### src/rtl/i2cSeqPkg.sv
package i2cSeqPkg;
  localparam int CTRL_W      = 8;
  localparam int BIT_GO      = 0;
  localparam int BIT_RD      = 1;
  localparam int BIT_CHAIN   = 2;
  localparam int BIT_RESTART = 3;
  localparam int BIT_CNT_LO  = 4;
  localparam int BIT_WIDE    = 6;
  localparam int BIT_HALT    = 7;

  typedef enum logic [1:0] {
    OP_START = 2'd0,
    OP_WRITE = 2'd1,
    OP_READ  = 2'd2,
    OP_STOP  = 2'd3
  } engOp_t;

  typedef enum logic [2:0] {
    S_IDLE, S_ADDR, S_DATA, S_STOP, S_FIN
  } seqState_t;

  typedef struct packed {
    logic acceptCtrl;
    logic beginXfer;
    logic setErr;
    logic clrErr;
    logic setAbort;
    logic setHeld;
    logic clrHeld;
    logic byteOk;
  } seqStrobe_t;
endpackage

### src/rtl/i2cSeqData.sv
module i2cSeqData
  import i2cSeqPkg::*;
#(
  parameter int DATA_W    = 8,
  parameter int MAX_BYTES = 4
) (
  input  logic                        clk,
  input  logic                        rstN,
  input  seqStrobe_t                  stb,
  input  logic                        busyIn,
  input  logic                        ctrlWrEn,
  input  logic [CTRL_W-1:0]           ctrlWrData,
  input  logic [DATA_W-1:0]           rspRdByte,
  input  logic [MAX_BYTES*DATA_W-1:0] txData,
  output logic [CTRL_W-1:0]           ctrlReg,
  output logic [MAX_BYTES*DATA_W-1:0] rxData,
  output logic [$clog2(MAX_BYTES+1)-1:0] xferCount,
  output logic                        isFinalByte,
  output logic                        errFlag,
  output logic                        abortFlag,
  output logic                        busHeld,
  output logic [DATA_W-1:0]           curTxByte
);
  localparam int IDX_W = $clog2(MAX_BYTES);
  localparam int CNT_W = $clog2(MAX_BYTES+1);

  logic [DATA_W-1:0] txMem [MAX_BYTES];
  logic [DATA_W-1:0] rxMem [MAX_BYTES];
  logic [IDX_W-1:0]  lastIdx;

  for (genvar g = 0; g < MAX_BYTES; g++) begin : gBytes
    assign txMem[g] = txData[g*DATA_W +: DATA_W];
    assign rxData[g*DATA_W +: DATA_W] = rxMem[g];
  end

  assign lastIdx     = ctrlReg[BIT_CNT_LO +: IDX_W];
  assign isFinalByte = (xferCount == CNT_W'(lastIdx));
  assign curTxByte   = txMem[xferCount[IDX_W-1:0]];

  always_ff @(posedge clk) begin
    if (!rstN) begin
      ctrlReg   <= '0;
      xferCount <= '0;
      errFlag   <= 1'b0;
      abortFlag <= 1'b0;
      busHeld   <= 1'b0;
      for (int i = 0; i < MAX_BYTES; i++) rxMem[i] <= '0;
    end else begin
      if (stb.acceptCtrl) begin
        ctrlReg   <= ctrlWrData & ~(CTRL_W'(1) << BIT_GO);
        xferCount <= '0;
      end
      if (stb.beginXfer) begin
        abortFlag <= 1'b0;
        for (int i = 0; i < MAX_BYTES; i++) rxMem[i] <= '0;
      end
      if (stb.setErr)      errFlag <= 1'b1;
      else if (stb.clrErr) errFlag <= 1'b0;
      if (stb.setAbort)    abortFlag <= 1'b1;
      if (stb.setHeld)       busHeld <= 1'b1;
      else if (stb.clrHeld)  busHeld <= 1'b0;
      if (stb.byteOk) begin
        xferCount <= xferCount + 1'b1;
        if (ctrlReg[BIT_RD]) rxMem[xferCount[IDX_W-1:0]] <= rspRdByte;
      end
    end
  end


  busy_write_ignored_chk: assert property (@(posedge clk) disable iff (!rstN)
    (busyIn && ctrlWrEn) |=> $stable(ctrlReg));


  count_range_chk: assert property (@(posedge clk) disable iff (!rstN)
    xferCount <= CNT_W'(MAX_BYTES));
endmodule

### src/rtl/i2cSeqCtrl.sv
module i2cSeqCtrl
  import i2cSeqPkg::*;
(
  input  logic              clk,
  input  logic              rstN,
  input  logic              ctrlWrEn,
  input  logic [CTRL_W-1:0] ctrlWrData,
  input  logic              busHeld,
  input  logic              errFlag,
  input  logic              abortFlag,
  input  logic              isFinalByte,
  input  logic              readDir,
  input  logic              chainBit,
  input  logic              restartBit,
  input  logic              rspValid,
  input  logic              rspNack,
  output seqStrobe_t        stb,
  output logic              cmdValid,
  output logic [1:0]        cmdOp,
  output logic              busy,
  output logic              done
);
  seqState_t state, nextState;
  seqState_t endState;

  assign endState = ((restartBit || !chainBit) && busHeld) ? S_STOP : S_FIN;
  assign busy     = (state != S_IDLE);
  assign done     = (state == S_FIN);

  always_comb begin
    stb       = '0;
    cmdValid  = 1'b0;
    cmdOp     = OP_START;
    nextState = state;
    unique case (state)
      S_IDLE: if (ctrlWrEn) begin
        stb.acceptCtrl = 1'b1;
        if (ctrlWrData[BIT_HALT] && busHeld) begin
          nextState = S_STOP;
        end else if (ctrlWrData[BIT_GO]) begin
          stb.beginXfer = 1'b1;
          nextState     = busHeld ? S_DATA : S_ADDR;
        end
      end
      S_ADDR: begin
        cmdValid = 1'b1;
        cmdOp    = OP_START;
        if (rspValid) begin
          if (rspNack) begin
            stb.setErr   = 1'b1;
            stb.setAbort = 1'b1;
          end else begin
            stb.clrErr  = 1'b1;
            stb.setHeld = 1'b1;
          end
          nextState = S_DATA;
        end
      end
      S_DATA: begin
        if (errFlag) begin
          nextState = endState;
        end else begin
          cmdValid = 1'b1;
          cmdOp    = readDir ? OP_READ : OP_WRITE;
          if (rspValid) begin
            if (rspNack) begin
              stb.setErr   = 1'b1;
              stb.setAbort = 1'b1;
              nextState    = endState;
            end else begin
              stb.byteOk = 1'b1;
              if (isFinalByte) nextState = endState;
            end
          end
        end
      end
      S_STOP: begin
        cmdValid = 1'b1;
        cmdOp    = OP_STOP;
        if (rspValid) begin
          stb.clrHeld = 1'b1;
          nextState   = S_FIN;
        end
      end
      S_FIN:   nextState = S_IDLE;
      default: nextState = S_IDLE;
    endcase
  end

  always_ff @(posedge clk) begin
    if (!rstN) state <= S_IDLE;
    else       state <= nextState;
  end


  start_only_free_chk: assert property (@(posedge clk) disable iff (!rstN)
    (cmdValid && cmdOp == OP_START) |-> !busHeld);


  addr_nack_flags_chk: assert property (@(posedge clk) disable iff (!rstN)
    (state == S_ADDR && rspValid && rspNack) |=> (errFlag && abortFlag));


  stop_releases_chk: assert property (@(posedge clk) disable iff (!rstN)
    (state == S_STOP && rspValid) |=> !busHeld);


  done_pulse_chk: assert property (@(posedge clk) disable iff (!rstN)
    done |=> !done);
endmodule

### src/rtl/i2cXferSeq.sv
module i2cXferSeq
  import i2cSeqPkg::*;
#(
  parameter int DATA_W    = 8,
  parameter int MAX_BYTES = 4
) (
  input  logic                        clk,
  input  logic                        rstN,
  input  logic                        ctrlWrEn,
  input  logic [7:0]                  ctrlWrData,
  input  logic [7:0]                  lowAddr,
  input  logic [MAX_BYTES*DATA_W-1:0] txData,
  output logic [7:0]                  ctrlRead,
  output logic [MAX_BYTES*DATA_W-1:0] rxData,
  output logic                        busy,
  output logic                        done,
  output logic [$clog2(MAX_BYTES+1)-1:0] doneCount,
  output logic                        errFlag,
  output logic                        abortFlag,
  output logic                        busHeld,
  output logic                        cmdValid,
  output logic [1:0]                  cmdOp,
  output logic [6:0]                  cmdAddr,
  output logic                        cmdRd,
  output logic [DATA_W-1:0]           cmdWrByte,
  input  logic                        rspValid,
  input  logic                        rspNack,
  input  logic [DATA_W-1:0]           rspRdByte
);
  seqStrobe_t stb;
  logic       isFinalByte;

  assign cmdAddr = lowAddr[7:1];
  assign cmdRd   = ctrlRead[BIT_RD];

  i2cSeqCtrl uCtrl (
    .clk         (clk),
    .rstN        (rstN),
    .ctrlWrEn    (ctrlWrEn),
    .ctrlWrData  (ctrlWrData),
    .busHeld     (busHeld),
    .errFlag     (errFlag),
    .abortFlag   (abortFlag),
    .isFinalByte (isFinalByte),
    .readDir     (ctrlRead[BIT_RD]),
    .chainBit    (ctrlRead[BIT_CHAIN]),
    .restartBit  (ctrlRead[BIT_RESTART]),
    .rspValid    (rspValid),
    .rspNack     (rspNack),
    .stb         (stb),
    .cmdValid    (cmdValid),
    .cmdOp       (cmdOp),
    .busy        (busy),
    .done        (done)
  );

  i2cSeqData #(.DATA_W(DATA_W), .MAX_BYTES(MAX_BYTES)) uData (
    .clk         (clk),
    .rstN        (rstN),
    .stb         (stb),
    .busyIn      (busy),
    .ctrlWrEn    (ctrlWrEn),
    .ctrlWrData  (ctrlWrData),
    .rspRdByte   (rspRdByte),
    .txData      (txData),
    .ctrlReg     (ctrlRead),
    .rxData      (rxData),
    .xferCount   (doneCount),
    .isFinalByte (isFinalByte),
    .errFlag     (errFlag),
    .abortFlag   (abortFlag),
    .busHeld     (busHeld),
    .curTxByte   (cmdWrByte)
  );
endmodule

### config.mk
export PLATFORM = sky130hd
export DESIGN_NAME = i2cXferSeq
export DESIGN_NICKNAME = d
export VERILOG_FILES = /design/src/rtl/i2cSeqPkg.sv /design/src/rtl/i2cSeqData.sv /design/src/rtl/i2cSeqCtrl.sv /design/src/rtl/i2cXferSeq.sv
export SDC_FILE = /design/constraint.sdc
export NUM_CORES = 1
export LEC_CHECK = 0
export BUFFER_PORTS_ARGS = -buffer_cell sky130_fd_sc_hd__buf_2
export CAP_MARGIN = 0
export CORE_MARGIN = 2
export CORE_UTILIZATION = 49
export CTS_BUF_LIST = sky130_fd_sc_hd__clkbuf_16
export CTS_CLUSTER_DIAMETER = 100
export DETAILED_ROUTE_END_ITERATION = 16
export PLACE_DENSITY = 0.9
export SYNTH_ARGS = -nofsm -noshare
export SYNTH_HDL_FRONTEND = slang
export SYNTH_HIERARCHICAL = 1
export SYNTH_SLANG_ARGS = --single-unit
### constraint.sdc
create_clock -name clk -period 4.8 [get_ports clk]
set_input_delay 0.72 -clock clk [delete_from_list [all_inputs] [get_ports clk]]
set_output_delay 0.72 -clock clk [all_outputs]
set_load 0.02 [all_outputs]
==> key figures, run 1 <==
Critical path
  – FF-to-FF End: uData/rxMem[0][4]$_SDFFCE_PN0P_
  – Reg2Reg Setup Slack: ~2.3 ns
  – CP startpoint: uData/xferCount[0]$_SDFFE_PN0P_
  – WS Path Type: reg2out
  – Critical path arrival: between 1.5 and 2 ns
  – Crit Path Max Fanout: 15
  – R2r startpoint: uCtrl/state[1]$_SDFFE_PN0P_
  – Worst Reg-to-Reg Cells: 4
  – CP Capture Type: output port
  – Startpoint Class: register
  – CP required: around 4 ns

Yosys
  – Count leader, synth: and2_1
  – Post-synth EDFFs: 32
  – Cells after Synth: 207
  – Synth unique cells: 41
  – Synth Flop Type: edfxtp_1
  – Synth Area per Inst: 11.9 µm²
  – Commonest cells post-synth: and2_1 (34), edfxtp_1 (32), dfxtp_1 (16)
  – Register area share after synthesis: a little over half
  – Post-synth net total: 272
  – Ys async rst share: 0%
  – Synth warnings: 6
  – Area leader, netlist: edfxtp_1
  – Ranking of synthesized cells by area: edfxtp_1 (39%), dfxtp_1 (13%), and2_1 (8.6%), mux4_2 (5.5%), nor2b_1 (3.6%)
  – Share of the synthesized area in the top cell type: roughly two fifths
  – #FFs+latches synth: 48
  – Mapped cell area: between 0.002 and 0.0025 mm²

Layout
  – Share of post-route cells with drive strength above 1: between 40% and 50%
  – FILL cells: between 300 and 400
  – Fin util: 65.0%
  – Finished Cell Area: approximately 0.0031 mm²
  – Nets: around 370
  – Diodes inserted: 0
  – Area Growth Syn to Fin: 26.6%

Clock tree
  – H-Tree Depth: 2
  – TritonCTS clock tree: built
  – Setup Fix Bufs, Post-CTS: 0
  – Clk_lat worst skew: between 0.2 and 0.3 ns
  – Hold-fix buffers, CTS: 0
  – Clock buffer depth: 2
  – CTS Root Cell: clkbuf_16
  – Total CTS buffers: 5
  – Resized cells post-CTS: 0
  – CTS clk-pin slew, worst paths: approximately 0.060 ns
  – Clk sinks: 48

Timing
  – Clock Skew: ~0.0044 ns
  – Final Max Slew Viols: 0
  – Hold slack: just over 0.5 ns
  – Setup TNS: 0 ns
  – Worst Tran Pin Value: around 0.78 ns
  – Final period util: a little over half
  – Highest Clock Rate: between 0.3 and 0.4 GHz
  – Rel. slew slack: between 40 and 50%
  – RSZ-0062 raised after global routing: no
  – Tmin final: between 2 and 3 ns
  – Final setup viols: 0
  – Final hold violation count: 0

Worst hold path
  – Worst Hold End: uData/xferCount[2]$_SDFFE_PN0P_
  – Tightest Hold Check Type: reg2reg
  – Hold_sp: uData/xferCount[2]$_SDFFE_PN0P_
  – Hold Path Cell Cnt: 2

Flow run
  – Max Cap Viol: 0

GRT
  – Tot GR Track Use: 18.9%
  – Gr ovfl total: 0
  – Largest net degree at the start of global routing: 23
  – Global-route wire length before repair: between 8000 and 9000 µm
  – Vias in the first global route: around 1,800
  – Initial antenna violation count: 0

Floorplanning
  – Chip width: approximately 75 µm
  – Full die area: 0.00560 mm²
  – Core area: between 0.004 and 0.005 mm²
  – Core Rows: 25
  – Initial Utilization: 51.4%
  – Die height: ~75 µm
  – # IOs: about 130

Power and ir drop
  – P per Cell Area: 373 mW/mm²
  – LEAKAGE: roughly 1.4 nW
  – Worst vdd ir: approximately 0.24 mV

Placement
  – Post-DP Area: between 0.002 and 0.003 mm²
  – IO buf count: between 100 and 150
  – Detailed Place HPWL: 3950 µm
  – RePlAce Congestion: a little under 0.8

Detailed routing
  – DR DRC count: 0
  – Vias/cell: 5.02
  – DR WL/cell: 13.5 µm
  – DRT antenna net count: 0
  – Initial DRC count: between 80 and 90
  – Pre-Repair DR Iteration Count: 4
  – Routed wire length: 5060 µm
  – Vias: between 1,500 and 2,000

Run status
  – Outcome: complete, no violations
==> final cells by class <==
cell class | count | area [µm²] | share of cell area (%)
Clock buffer | 5 | 125 | 4.02
Clock inverter | 3 | 18.8 | 0.603
Inverter | 6 | 22.5 | 0.723
Multi-Input combinational cell | 134 | 1030 | 33.0
Sequential cell | 48 | 1280 | 41.2
Tap cell | 67 | 83.8 | 2.69
Timing Repair Buffer | 111 | 556 | 17.8
==> how the worst max path moves through the flow <==
stage | to | cells after the start
final | cmdWrByte[7] | 2
after global routing | uData/rxMem[0][3]$_SDFFCE_PN0P_ | 4
after CTS | cmdWrByte[7] | 2
after detailed placement | uData/rxMem[0][6]$_SDFFCE_PN0P_ | 5
after global placement | uData/rxMem[2][0]$_SDFFCE_PN0P_ | 5
after floorplan | uData/rxMem[1][0]$_SDFFCE_PN0P_ | 5
==> power breakdown <==
| group | switching [mW] | internal, mW | total, mW |
|---|---|---|---|
| Sequential | 0.0413 | 0.496 | 0.537 |
| Clock | 0.137 | 0.191 | 0.327 |
| Combinational | 0.181 | 0.117 | 0.298 |
==> cell families after synthesis <==
logic type	Yosys count	synth area share, %
compound gates	18	5.24
fa+ha+maj	4	2.03
other cells	1	0.152
mux	15	10.5
buf+inv	25	6.21
xor+xnor	2	0.712
flops	48	52.1
simple gates	94	23.1
==> flip-flops by register name (all words and copies together) (netlist names) <==
name / count
uData/rxMem: 32
uData/ctrlReg: 7
uCtrl/state: 3
uData/xferCount: 3
uData/abortFlag: 1
uData/busHeld: 1
uData/errFlag: 1
==> metal layers <==
metal	GRT usage [%]	vias up	wire length, µm
met4	5.95	0	19
met5	0	-	0
li1	-	929	-
met2	33.6	77	2600
met3	2.95	2	305
met1	23.7	870	2130
==> critical path, stage by stage, from the launching register on <==
cell	delay, ns
dfxtp_1	0.77
mux4_1	0.64
buf_2	0.17
==> through the flow <==
stage | cells | setup WS (ns) | total power, mW
2_1_floorplan | 207 | 2.56 | 0.759
3_3_place_gp | 366 | 2.10 | 0.838
3_5_place_dp | 366 | 2.02 | 0.847
4_1_cts | 374 | 2.18 | 1.17
5_1_grt | 374 | 2.07 | 1.22
6_report | 374 | 2.22 | 1.16
==> cells in the final DEF (no fill, tap or decap), types with 5 or more instances in the layout <==
cell type  synthesis  routed
nor2b_1           14      14
mux4_2             6       6
nand3_1            5       5
edfxtp_1          32      32
inv_1              6       6
and2_1            34      34
buf_2              2     111
mux2i_1            7       7
dfxtp_1           16      16
nor2_1             8       8
clkbuf_16          0       5
nand2_1            9       9
(Power assumes the default switching activity.)
==> run 2, diff against run 1 <==
--- a/config.mk
+++ b/config.mk
@@ -8,11 +8,11 @@
 export BUFFER_PORTS_ARGS = -buffer_cell sky130_fd_sc_hd__buf_2
 export CAP_MARGIN = 0
 export CORE_MARGIN = 2
-export CORE_UTILIZATION = 49
+export CORE_UTILIZATION = 41
 export CTS_BUF_LIST = sky130_fd_sc_hd__clkbuf_16
 export CTS_CLUSTER_DIAMETER = 100
 export DETAILED_ROUTE_END_ITERATION = 16
-export PLACE_DENSITY = 0.9
+export PLACE_DENSITY = 0.81
 export SYNTH_ARGS = -nofsm -noshare
 export SYNTH_HDL_FRONTEND = slang
 export SYNTH_HIERARCHICAL = 1
==> constraint.sdc (replaced) <==
create_clock -name clk -period 2.15 [get_ports clk]
set_input_delay 0.3225 -clock clk [delete_from_list [all_inputs] [get_ports clk]]
set_output_delay 0.3225 -clock clk [all_outputs]
set_load 0.02 [all_outputs]
==> key figures, run 2 (same netlist as run 1, synthesis figures left out) <==
Critical path
  – CP required: 1.83 ns (was 4.08 ns)
  – CP Capture Type: output port (unchanged)
  – WS Path Type: reg2out (unchanged)
  – Crit path max-delay cell type: mux4_1 (was dfxtp_1)
  – Critical path buffers and inverters: 2 (was 1)
  – Cells along the critical path: buf_12, mux4_1, buf_2 (was mux4_1, buf_2)
  – Critical path arrival: 1.69 ns (was 1.86 ns)
  – Crit Path Max Fanout: 9 (was 15)
  – Crit-path max cell delay: 0.54 ns (was 0.77 ns)
  – Startpoint Class: register (unchanged)
  – Crit-path leading delay family: multiplexers (was flip-flops)

Clock tree
  – Total CTS buffers: 5 (unchanged)
  – CTS Root Cell: clkbuf_16 (unchanged)
  – Clk_lat worst skew: 0.28 ns (about the same)
  – Clk sinks: 48 (unchanged)
  – Resized cells post-CTS: 0 (unchanged)
  – H-Tree Depth: 2 (unchanged)
  – Setup Fix Bufs, Post-CTS: 0 (unchanged)
  – CTS clk-pin slew, worst paths: 0.06 ns (about the same)
  – TritonCTS clock tree: built (unchanged)
  – Hold-fix buffers, CTS: 0 (unchanged)
  – Clock buffer depth: 2 (unchanged)

Timing
  – Hold slack: 0.288 ns (was 0.505 ns)
  – Final period util: 93.6%
  – Setup TNS: 0 ns (unchanged)
  – Final Max Slew Viols: 0 (unchanged)
  – RSZ-0062 raised after global routing: no (unchanged)
  – Highest Clock Rate: between 0.4 and 0.5 GHz
  – Final hold violation count: 0 (unchanged)
  – Clock Skew: 0.00432 ns (was 0.00445 ns)
  – Final setup viols: 0 (unchanged)
  – Tmin final: ~2.0 ns

Power and ir drop
  – P per Cell Area: 833 mW/mm² (was 373 mW/mm²)
  – PnR Total Power: 2.67 mW (was 1.16 mW)
  – Worst vdd ir: 0.489 mV (was 0.236 mV)
  – LEAKAGE: 1.49 nW (was 1.43 nW)

Worst hold path
  – Tightest Hold Check Type: in2reg (was reg2reg)

GRT
  – GRT met1 Usage: 20.6% (was 23.7%)
  – Top Usage Layer GRT: met2 (unchanged)
  – Met3 global-route usage: 4.51% (was 2.95%)
  – Tot GR Track Use: 17.4% (was 18.9%)
  – Vias in the first global route: 1,874 (was 1,807)
  – Largest net degree at the start of global routing: 23 (unchanged)
  – M2 GR Usage: 30.0% (was 33.6%)
  – Initial antenna violation count: 0 (unchanged)
  – Gr ovfl total: 0 (unchanged)
  – Global-route wire length before repair: 8570 µm (was 8060 µm)

Detailed routing
  – Initial DRC count: 87 (unchanged)
  – Routed wire length: 5540 µm (was 5060 µm)
  – DR DRC count: 0 (unchanged)
  – Pre-Repair DR Iteration Count: 4 (unchanged)
  – DR WL/cell: 14.2 µm (was 13.5 µm)
  – Vias/cell: 4.93 (was 5.02)
  – Vias: 1,927 (was 1,878)
  – DRT antenna net count: 0 (unchanged)

Layout
  – Fin util: 54.7% (was 65.0%)
  – Diodes inserted: 0 (unchanged)
  – Nets: 380 (was 371)
  – Biggest registers after layout: uData/rxMem x32, uData/ctrlReg x7 (unchanged)
  – Commonest non-fill, non-tap cell in the layout: buf_2 (unchanged)
  – Share of post-route cells with drive strength above 1: 42.7% (was 41.4%)
  – Max FFs per register: 32 (unchanged)
  – Area Growth Syn to Fin: 30.1% (was 26.6%)
  – Commonest cells after routing, fill and taps aside: buf_2 (111), and2_1 (34), edfxtp_1 (32) (unchanged)
  – Register with the most flip-flops: uData/rxMem (unchanged)

Floorplanning
  – # IOs: 128 (unchanged)
  – Initial Utilization: 42.0% (was 51.4%)
  – Core Rows: 28 (was 25)
  – Core area: 0.00585 mm² (was 0.00479 mm²)
  – Full die area: 0.00663 mm² (was 0.00560 mm²)
  – Die height: 81.5 µm (was 74.9 µm)
  – Chip width: 81.5 µm (was 74.9 µm)

Placement
  – IO buf count: 111 (unchanged)
  – RePlAce Congestion: 0.801 (was 0.785)
  – Detailed Place HPWL: 4240 µm (was 3950 µm)

Run status
  – Outcome: complete, no violations (unchanged)

Flow run
  – Max Cap Viol: 0 (unchanged)
## run 2: cell count changes in the layout (fill, tap and decap cells not counted)
cell / delta
clkinvlp_4: -2
inv_1: +1
buf_12: +1
buf_4: +8
clkinv_4: +1
## run 2: power by group
part	internal, mW	leakage (nW)	switching (mW)
Clock	0.425	0.0726	0.318
Combinational	0.303	0.950	0.457
Sequential	1.11	0.470	0.0581
Total	1.83	1.49	0.833
## run 2: area by class of cell
class | instances | area (µm²)
Clock buffer | 5 | 125
Clock inverter | 3 | 16.3
Fill cell | 513 | 2650
Inverter | 6 | 22.5
Multi-Input combinational cell | 134 | 1030
Sequential cell | 48 | 1280
Tap cell | 75 | 93.8
Timing Repair Buffer | 120 | 636
## run 2: worst paths after layout
kind	startpoint	endpoint	slack, ns	cells past startpoint
max	uData/xferCount[0]$_SDFFE_PN0P_	cmdWrByte[4]	0.14	3
min	rspValid	uCtrl/state[0]$_SDFFE_PN0P_	0.29	2
max reg2reg	uData/errFlag$_SDFFE_PN0P_	uData/rxMem[1][0]$_SDFFCE_PN0P_	0.20	5
min reg2reg	uData/xferCount[2]$_SDFFE_PN0P_	uData/xferCount[2]$_SDFFE_PN0P_	0.50	2
## run 2: stage by stage
| step | area [µm²] | setup slack [ns] | instances |
|---|---|---|---|
| detailed placement | 3060 | 0.112 | 383 |
| global placement | 3060 | 0.166 | 383 |
| global route | 3200 | 0.0564 | 391 |
| floorplan | 2460 | 0.179 | 207 |
| CTS | 3200 | 0.120 | 391 |
| finish | 3200 | 0.138 | 391 |
## run 2: layer usage
| metal | wire length (µm) | part of all wire [%] |
|---|---|---|
| met1 | 2200 | 40 |
| met5 | 0 | 0 |
| met4 | 110 | 2.0 |
| met2 | 2830 | 51 |
| met3 | 393 | 7.1 |
==> run 3, diff against run 2 <==
--- a/config.mk
+++ b/config.mk
@@ -12,7 +12,9 @@
 export CTS_BUF_LIST = sky130_fd_sc_hd__clkbuf_16
 export CTS_CLUSTER_DIAMETER = 100
 export DETAILED_ROUTE_END_ITERATION = 16
+export HOLD_SLACK_MARGIN = 0.1
 export PLACE_DENSITY = 0.81
+export RECOVER_POWER = 25
 export SYNTH_ARGS = -nofsm -noshare
 export SYNTH_HDL_FRONTEND = slang
 export SYNTH_HIERARCHICAL = 1
==> key figures, run 3 (same netlist as run 1, synthesis figures left out) <==
Timing
  – Final Max Slew Viols: 0 (unchanged)
  – Final period util: 93.6% (about the same)
  – PnR worst setup slack: 0.137 ns (was 0.138 ns)
  – Clock Skew: 0.00432 ns (about the same)
  – Final setup viols: 0 (unchanged)
  – Setup TNS: 0 ns (unchanged)
  – Hold slack: 0.288 ns (about the same)
  – Tmin final: 2.01 ns (about the same)
  – Highest Clock Rate: 0.497 GHz (about the same)
  – Final hold violation count: 0 (unchanged)
  – RSZ-0062 raised after global routing: no (unchanged)

Clock tree
  – Clock buffer depth: 2 (unchanged)
  – CTS clk-pin slew, worst paths: 0.06 ns (about the same)
  – Total CTS buffers: 5 (unchanged)
  – CTS Root Cell: clkbuf_16 (unchanged)
  – Clk sinks: 48 (unchanged)
  – TritonCTS clock tree: built (unchanged)
  – Setup Fix Bufs, Post-CTS: 0 (unchanged)
  – Hold-fix buffers, CTS: 0 (unchanged)
  – Clk_lat worst skew: 0.28 ns (about the same)
  – Resized cells post-CTS: 0 (unchanged)
  – H-Tree Depth: 2 (unchanged)

Critical path
  – Crit Path Max Fanout: 9 (unchanged)
  – Crit-path max cell delay: 0.54 ns (about the same)
  – CP required: 1.83 ns (about the same)
  – Critical path arrival: 1.69 ns (about the same)
  – Cells along the critical path: buf_12, mux4_1, buf_2 (unchanged)
  – CP Capture Type: output port (unchanged)
  – CP startpoint: uData/xferCount[0]$_SDFFE_PN0P_ (unchanged)
  – Crit path to: cmdWrByte[4] (unchanged)
  – FF-to-FF End: uData/rxMem[1][0]$_SDFFCE_PN0P_ (unchanged)
  – Startpoint Class: register (unchanged)
  – Worst Reg-to-Reg Cells: 5 (unchanged)
  – WS Path Type: reg2out (unchanged)
  – R2r startpoint: uData/errFlag$_SDFFE_PN0P_ (unchanged)
  – Reg2Reg Setup Slack: 0.21 ns (was 0.20 ns)
  – Crit path max-delay cell type: mux4_1 (unchanged)

Layout
  – Nets: 380 (unchanged)
  – Diodes inserted: 0 (unchanged)
  – Biggest registers after layout: uData/rxMem x32, uData/ctrlReg x7 (unchanged)
  – Register with the most flip-flops: uData/rxMem (unchanged)
  – Commonest non-fill, non-tap cell in the layout: buf_2 (unchanged)
  – Area Growth Syn to Fin: 28.6% (was 30.1%)
  – Finished Cell Area: 0.00316 mm² (was 0.00320 mm²)
  – Fin util: 54.1% (was 54.7%)
  – Max FFs per register: 32 (unchanged)
  – Cell Count, Final, Fillers Out: 391 (unchanged)
  – Share of post-route cells with drive strength above 1: 33.5% (was 42.7%)
  – Commonest cells after routing, fill and taps aside: buf_2 (82), and2_1 (34), edfxtp_1 (32) (was buf_2 (111), and2_1 (34), edfxtp_1 (32))

Detailed routing
  – Vias/cell: 4.92 (was 4.93)
  – Initial DRC count: 86 (was 87)
  – Routed wire length: 5590 µm (was 5540 µm)
  – DR WL/cell: 14.3 µm (was 14.2 µm)
  – Pre-Repair DR Iteration Count: 4 (unchanged)
  – DR DRC count: 0 (unchanged)
  – DRT antenna net count: 0 (unchanged)
  – Vias: 1,923 (was 1,927)

Floorplanning
  – Chip width: 81.5 µm (unchanged)
  – Core Rows: 28 (unchanged)
  – Core area: 0.00585 mm² (unchanged)
  – Die height: 81.5 µm (unchanged)
  – # IOs: 128 (unchanged)
  – Full die area: 0.00663 mm² (unchanged)
  – Initial Utilization: 42.0% (unchanged)

Placement
  – Placed cells: 383 (unchanged)
  – Post-DP Area: 0.00306 mm² (unchanged)
  – RePlAce Congestion: 0.801 (unchanged)
  – DP Worst Slack: 0.112 ns (unchanged)
  – IO buf count: 111 (unchanged)
  – Detailed Place HPWL: 4240 µm (unchanged)

GRT
  – Vias in the first global route: 1,874 (unchanged)
  – Gr ovfl total: 0 (unchanged)
  – Initial antenna violation count: 0 (unchanged)
  – Tot GR Track Use: 17.4% (unchanged)
  – Global-route wire length before repair: 8570 µm (unchanged)
  – Largest net degree at the start of global routing: 23 (unchanged)

Worst hold path
  – Tightest Hold Check Type: in2reg (unchanged)
  – Hold_sp: rspValid (unchanged)

Flow run
  – Max Cap Viol: 0 (unchanged)

Power and ir drop
  – LEAKAGE: 1.39 nW (was 1.49 nW)
  – PnR Total Power: 2.65 mW (was 2.67 mW)
  – Worst vdd ir: 0.484 mV (was 0.489 mV)
  – P per Cell Area: 839 mW/mm² (was 833 mW/mm²)

Run status
  – Outcome: complete, no violations (unchanged)
==> run 3: worst max-delay path, delay by kind of cell (launching register included) <==
kind | cells | cell delay [ns]
multiplexers | 1 | 0.54
buffers and inverters | 2 | 0.35
flip-flops | 1 | 0.51
==> run 3: cell type report <==
cell class	count	area, µm²
fill	530	2690
sequential	48	1280
multi-input combinational	134	1030
timing repair buffer	120	599
clock buffer	5	125
tap	75	93.8
inverter	6	22.5
clock inverter	3	16.3
==> run 3: how the worst min path moves through the flow <==
stage	end	cells past startpoint	slack (ns)
floorplan	uCtrl/state[0]$_SDFFE_PN0P_	1	0.44
global placement	uData/xferCount[2]$_SDFFE_PN0P_	2	0.48
detailed placement	uData/xferCount[2]$_SDFFE_PN0P_	2	0.49
CTS	uCtrl/state[0]$_SDFFE_PN0P_	2	0.28
global route	uCtrl/state[0]$_SDFFE_PN0P_	2	0.28
finish	uCtrl/state[0]$_SDFFE_PN0P_	2	0.29
==> run 3: metal layers <==
metal	GRT usage (%)	wire, µm	vias to the layer above
li1	-	-	941
met1	20.6	2250	903
met2	30.0	2840	70
met3	4.51	393	9
met4	7.46	110	0
met5	0	0	-
==> run 3: power breakdown <==
| part | switching, mW | internal, mW | leakage, nW |
|---|---|---|---|
| registers | 0.0606 | 1.11 | 0.470 |
| logic | 0.457 | 0.285 | 0.848 |
| clock network | 0.319 | 0.425 | 0.0726 |
